--- config.mk ---
export PLATFORM = sky130hd
export DESIGN_NAME = flash_poll_top
export DESIGN_NICKNAME = d
export VERILOG_FILES = /design/src/rtl/flash_poll_pkg.sv /design/src/rtl/flash_poll_dp.sv /design/src/rtl/flash_poll_ctrl.sv /design/src/rtl/flash_poll_top.sv
export SDC_FILE = /design/constraint.sdc
export NUM_CORES = 1
export LEC_CHECK = 0
export BUFFER_PORTS_ARGS = -buffer_cell sky130_fd_sc_hd__buf_2
export CAP_MARGIN = 10
export CORE_ASPECT_RATIO = 1.75
export CORE_MARGIN = 10
export CORE_UTILIZATION = 49
export CTS_BUF_LIST = sky130_fd_sc_hd__clkbuf_2
export DETAILED_ROUTE_END_ITERATION = 7
export GPL_TIMING_DRIVEN = 0
export PLACE_DENSITY = 0.81
export SLEW_MARGIN = 20
export SYNTH_ARGS = -nofsm -noshare
export SYNTH_HDL_FRONTEND = slang
export SYNTH_HIERARCHICAL = 1
export SYNTH_SLANG_ARGS = --single-unit
--- constraint.sdc ---
create_clock -name clk -period 2.5 [get_ports clk]
set_input_delay 0.5 -clock clk [delete_from_list [all_inputs] [get_ports clk]]
set_output_delay 0.5 -clock clk [all_outputs]
set_load 0.02 [all_outputs]
--- src/rtl/flash_poll_pkg.sv ---
package flash_poll_pkg;

  localparam int DATA_BIT   = 7;  // complement-of-data status bit
  localparam int EXPIRY_BIT = 5;  // exceeded-time status bit

  typedef enum logic [1:0] {
    ST_IDLE  = 2'd0,
    ST_POLL  = 2'd1,
    ST_RECHK = 2'd2,
    ST_FINAL = 2'd3
  } pollState_t;

  typedef struct packed {
    logic load;      // accept a new operation
    logic cntInc;    // one more unfinished polling read
    logic capture;   // store the returned word as result
    logic finPass;   // finish with success
    logic finFail;   // finish with failure
  } ctrlStrobe_t;

  typedef struct packed {
    logic b7Match;   // returned bit 7 equals expected
    logic b5Set;     // returned bit 5 is one
    logic limitHit;  // current read is the last allowed polling read
  } dpStatus_t;

endpackage

--- src/rtl/flash_poll_dp.sv ---
module flash_poll_dp
  import flash_poll_pkg::*;
#(
  parameter int AW        = 23,
  parameter int DW        = 16,
  parameter int MAX_POLLS = 16
) (
  input  logic          clk,
  input  logic          rstN,
  input  ctrlStrobe_t   strobe,
  input  logic          isErase,
  input  logic          expectBit,
  input  logic [AW-1:0] addrIn,
  input  logic [DW-1:0] memRdata,
  output dpStatus_t     status,
  output logic [AW-1:0] memAddr,
  output logic          done,
  output logic          pass,
  output logic          fail,
  output logic [DW-1:0] resultData
);

  logic [AW-1:0] addrReg;
  logic          expReg;

  always_ff @(posedge clk) begin
    if (!rstN) begin
      addrReg <= '0;
      expReg  <= 1'b0;
    end else if (strobe.load) begin
      addrReg <= addrIn;
      expReg  <= isErase ? 1'b1 : expectBit;
    end
  end

  assign memAddr        = addrReg;
  assign status.b7Match = (memRdata[DATA_BIT] == expReg);
  assign status.b5Set   = memRdata[EXPIRY_BIT];

  generate
    if (MAX_POLLS > 0) begin : gLimit
      localparam int CW = $clog2(MAX_POLLS + 1);
      logic [CW-1:0] pollCnt;
      always_ff @(posedge clk) begin
        if (!rstN || strobe.load) pollCnt <= '0;
        else if (strobe.cntInc)   pollCnt <= pollCnt + 1'b1;
      end
      assign status.limitHit = (pollCnt == CW'(MAX_POLLS - 1));
    end else begin : gNoLimit
      assign status.limitHit = 1'b0;
    end
  endgenerate

  always_ff @(posedge clk) begin
    if (!rstN) begin
      done       <= 1'b0;
      pass       <= 1'b0;
      fail       <= 1'b0;
      resultData <= '0;
    end else begin
      done <= strobe.finPass | strobe.finFail;
      if (strobe.load) begin
        pass <= 1'b0;
        fail <= 1'b0;
      end else begin
        if (strobe.finPass) pass <= 1'b1;
        if (strobe.finFail) fail <= 1'b1;
      end
      if (strobe.capture) resultData <= memRdata;
    end
  end

endmodule

--- src/rtl/flash_poll_ctrl.sv ---
module flash_poll_ctrl
  import flash_poll_pkg::*;
(
  input  logic        clk,
  input  logic        rstN,
  input  logic        start,
  input  logic        memAck,
  input  dpStatus_t   status,
  output ctrlStrobe_t strobe,
  output logic        memReq,
  output logic        busy
);

  pollState_t state, nextState;

  always_ff @(posedge clk) begin
    if (!rstN) state <= ST_IDLE;
    else       state <= nextState;
  end

  assign memReq = (state != ST_IDLE);
  assign busy   = (state != ST_IDLE);

  always_comb begin
    nextState = state;
    strobe    = '0;
    case (state)
      ST_IDLE: begin
        if (start) begin
          strobe.load = 1'b1;
          nextState   = ST_POLL;
        end
      end
      ST_POLL: begin
        if (memAck) begin
          if (status.b7Match) begin
            nextState = ST_FINAL;
          end else if (status.b5Set) begin
            nextState = ST_RECHK;
          end else if (status.limitHit) begin
            strobe.capture = 1'b1;
            strobe.finFail = 1'b1;
            nextState      = ST_IDLE;
          end else begin
            strobe.cntInc = 1'b1;
          end
        end
      end
      ST_RECHK: begin
        if (memAck) begin
          if (status.b7Match) begin
            nextState = ST_FINAL;
          end else begin
            strobe.capture = 1'b1;
            strobe.finFail = 1'b1;
            nextState      = ST_IDLE;
          end
        end
      end
      ST_FINAL: begin
        if (memAck) begin
          strobe.capture = 1'b1;
          strobe.finPass = 1'b1;
          nextState      = ST_IDLE;
        end
      end
      default: nextState = ST_IDLE;
    endcase
  end

endmodule

--- src/rtl/flash_poll_top.sv ---
module flash_poll_top
  import flash_poll_pkg::*;
#(
  parameter int AW        = 23,
  parameter int DW        = 16,
  parameter int MAX_POLLS = 16
) (
  input  logic          clk,
  input  logic          rstN,
  input  logic          start,
  input  logic          isErase,
  input  logic          expectBit,
  input  logic [AW-1:0] addrIn,
  output logic          memReq,
  output logic [AW-1:0] memAddr,
  input  logic          memAck,
  input  logic [DW-1:0] memRdata,
  output logic          busy,
  output logic          done,
  output logic          pass,
  output logic          fail,
  output logic [DW-1:0] resultData
);

  ctrlStrobe_t strobe;
  dpStatus_t   status;

  flash_poll_ctrl uCtrl (
    .clk    (clk),
    .rstN   (rstN),
    .start  (start),
    .memAck (memAck),
    .status (status),
    .strobe (strobe),
    .memReq (memReq),
    .busy   (busy)
  );

  flash_poll_dp #(
    .AW        (AW),
    .DW        (DW),
    .MAX_POLLS (MAX_POLLS)
  ) uDp (
    .clk        (clk),
    .rstN       (rstN),
    .strobe     (strobe),
    .isErase    (isErase),
    .expectBit  (expectBit),
    .addrIn     (addrIn),
    .memRdata   (memRdata),
    .status     (status),
    .memAddr    (memAddr),
    .done       (done),
    .pass       (pass),
    .fail       (fail),
    .resultData (resultData)
  );

endmodule

==> impl_metrics.toml <==
[synthesis]
synth.yosys.seq_area_share = 0.470
ys_ff_latch = 50
synthesis.nets = 251
async_flop_share = 0
synth_top_area_cell = "dfxtp_1"
synth_warnings = 6
synth_area_leaders = "dfxtp_1 47%, mux2i_1 20%, nor2b_1 11%"
synth_edf_count = 0
avgSynthCellArea_um2 = 10.7
synth_commonest_cells = "50 x dfxtp_1, 43 x mux2i_1, 39 x nor2b_1"
yosysMostFrequentCell = "dfxtp_1"
synth.top_cell.area_share = 0.470
netlist_area_um2 = 2130
ys.flop_type = "dfxtp_1"
synth_cell_types = 29
postSynthCellCount = 199

[setup_path]
cp-end-kind = "flip-flop"
r2r-start = "uDp/gLimit.pollCnt[0]"
crit_path_start_kind = "flip-flop"
crit_top_cell = "ha_1"
endpoint = "uDp/gLimit.pollCnt[3]"
critical_path_class = "flip-flop to flip-flop"
worstPathRequired_ns = 2.87
cpPeakStageDelay_ns = 0.51
reg2reg_to = "uDp/gLimit.pollCnt[3]"
reg2reg_slack_ns = 0.20
crit_family = "simple AND/OR/NAND/NOR gates"
arrival_ns = 2.66
crit_start = "uDp/gLimit.pollCnt[0]"
reg2reg_depth = 8
crit_path_top_delay_cell = "or4b_4"
cp_num_cells = 8
critPathMaxFanout = 7
crit_buf_inv = 1
path_cells = "ha_1 -> and3_1 -> ha_1 -> or4b_4 -> nor2_1 -> clkbuf_1 -> nand4_1 -> mux2i_1"

[routing]
vias_per_cell = 4.80
vias = 1650
routed_wl_mm = 5.00
wl_per_cell_um = 14.5
drc = 0
first_pass_iters = 4
ant_nets = 0
dr.first_iter.drc_count = 59

[global_routing]
grt.total_usage = 0.132
grt_max_degree = 15
antenna_found_initial = 0
grt_pass1_vias = 1745
grt-ovfl-total = 0
grt_pass1_wl_mm = 8.23

[cts]
cts_hold_buf = 0
clock-sinks = 50
clk_path_buf_depth = 2
cts_resized = 0
path_clk_slew_ns = 0.24
cts_root_buf = "clkbuf_2"
cts_tree = "built"
clock_latency_ns = 0.41
numCtsBuffers = 5
h-tree-depth = 2
cts_setup_buffers = 0

[sta]
finClkSkew_ns = 0.0225
setup_viol = 0
tightest_slew_ns = 0.423
setup_tns_ns = 0
rsz0062_at_grt = "false"
clock.fmax_mhz = 435
finalHoldViolCount = 0
min_period_ns = 2.30
post-route-period-util = 0.919
slew_headroom = 0.718
maxSlewViolCount = 0

[floorplanning]
dieArea_um2 = 7490
die_h_um = 107
coreArea_um2 = 4190
pin_count = 89
fp.dieW_um = 69.9
rows = 31
start_util = 0.509

[outcome]
status = "completed"

[finish]
nFillCells = 368
layout-drive-gt1-share = 0.363
final_cells = 344
antenna_cells = 0
multiInputGateArea_um2 = 1010
area_delta_synth_final_pct = 25.4
layout.area.seq_um2 = 1000
layout.nets = 346

[placed_design]
place_congestion = 0.781
dpl.cell_count = 336
io_buffers = 88
dp_hpwl_mm = 4.05

[hold_path]
hp-start = "addrIn[22]"
hp-class = "input port to flip-flop"

[power]
p_comb_frac = 0.331
peakVddDrop_v = 0.000462
internal_power_uw = 1210
power_leakage_uw = 0.00126
sw_frac_of_total = 0.331
power.net_switching_uw = 602
power_density_nw_per_um2 = 680
seqPwrFrac = 0.500
clockPowerShare = 0.169

[flow_run]
drv_cap = 0
state kept, by name, summed over array words and instances (netlist names):
signal,count
uDp/resultData,16
uDp/fail,1
uCtrl/state,2
uDp/memAddr,23
uDp/done,1
uDp/gLimit.pollCnt,5
uDp/expReg,1
uDp/pass,1
metrics by stage:
stage	setup slack (ns)	total power (µW)	util	area [µm²]	hold WS (ns)
5_1_grt	0.0734	1920	0.638	2670	0.295
3_5_place_dp	0.194	1530	0.628	2630	0.459
2_1_floorplan	0.425	1360	-	2130	0.467
4_1_cts	0.187	1840	0.638	2670	0.295
6_report	0.203	1820	0.638	2670	0.324
3_3_place_gp	0.250	1520	0.628	2630	0.447
worst register-to-register path, cell delays in order, from the launching register on:
cell and delay [ns]:
dfxtp_1 0.38, ha_1 0.23, and3_1 0.19, ha_1 0.22
or4b_4 0.51, nor2_1 0.11, clkbuf_1 0.29, nand4_1 0.17
mux2i_1 0.18
how the worst min path moves through the flow:
stage                                  endpoint  slack, ns  cells after the start
after global routing             uDp/memAddr[7]       0.29                      3
after CTS                       uDp/memAddr[22]       0.29                      3
final                           uDp/memAddr[22]       0.32                      3
after floorplan           uDp/gLimit.pollCnt[3]       0.47                      2
after global placement                 uDp/pass       0.45                      2
after detailed placement               uDp/fail       0.46                      2
metal layers:
| layer | vias to the layer above | part of all wire | track usage |
|---|---|---|---|
| li1 | 841 | - | - |
| met1 | 749 | 0.37 | 0.127 |
| met2 | 50 | 0.53 | 0.237 |
| met3 | 10 | 0.070 | 0.0480 |
| met4 | 0 | 0.027 | 0.0680 |
| met5 | - | 0 | 0 |
cells by family after synthesis:
logic type / after synthesis / synth area share
flip-flops: 50 / 0.470
multiplexers: 43 / 0.202
adder cells (fa/ha/maj): 7 / 0.0411
AND/OR/NAND/NOR: 64 / 0.181
buffers and inverters: 20 / 0.0546
AO/OA/AOI/OAI: 13 / 0.0429
XOR/XNOR: 2 / 0.00822
cell type report:
type / count / area share
Buffer: 12 / 0.0323
Clock buffer: 6 / 0.0112
Clock inverter: 2 / 0.00328
Inverter: 8 / 0.0112
Multi-Input combinational cell: 129 / 0.379
Sequential cell: 50 / 0.375
Tap cell: 49 / 0.0230
Timing Repair Buffer: 88 / 0.165
cells in the final DEF (no fill, tap or decap), types with 3 or more instances in the layout:
master	count
nor2b_1	39
mux2i_1	43
buf_2	88
buf_6	4
a21oi_1	3
buf_4	3
clkbuf_2	6
dfxtp_1	50
inv_1	8
nand2_1	4
ha_1	7
nor2_1	10
clkbuf_1	5
o21ai_0	3
power by group through the flow:
stage | Sequential, µW | Clock, µW | Combinational [µW]
floorplan | 991 | 0 | 368
global placement | 921 | 0 | 598
CTS | 909 | 324 | 610
detailed placement | 924 | 0 | 609
global route | 917 | 346 | 661
finish | 909 | 307 | 600
No activity file was read; power rests on OpenSTA's default activity.
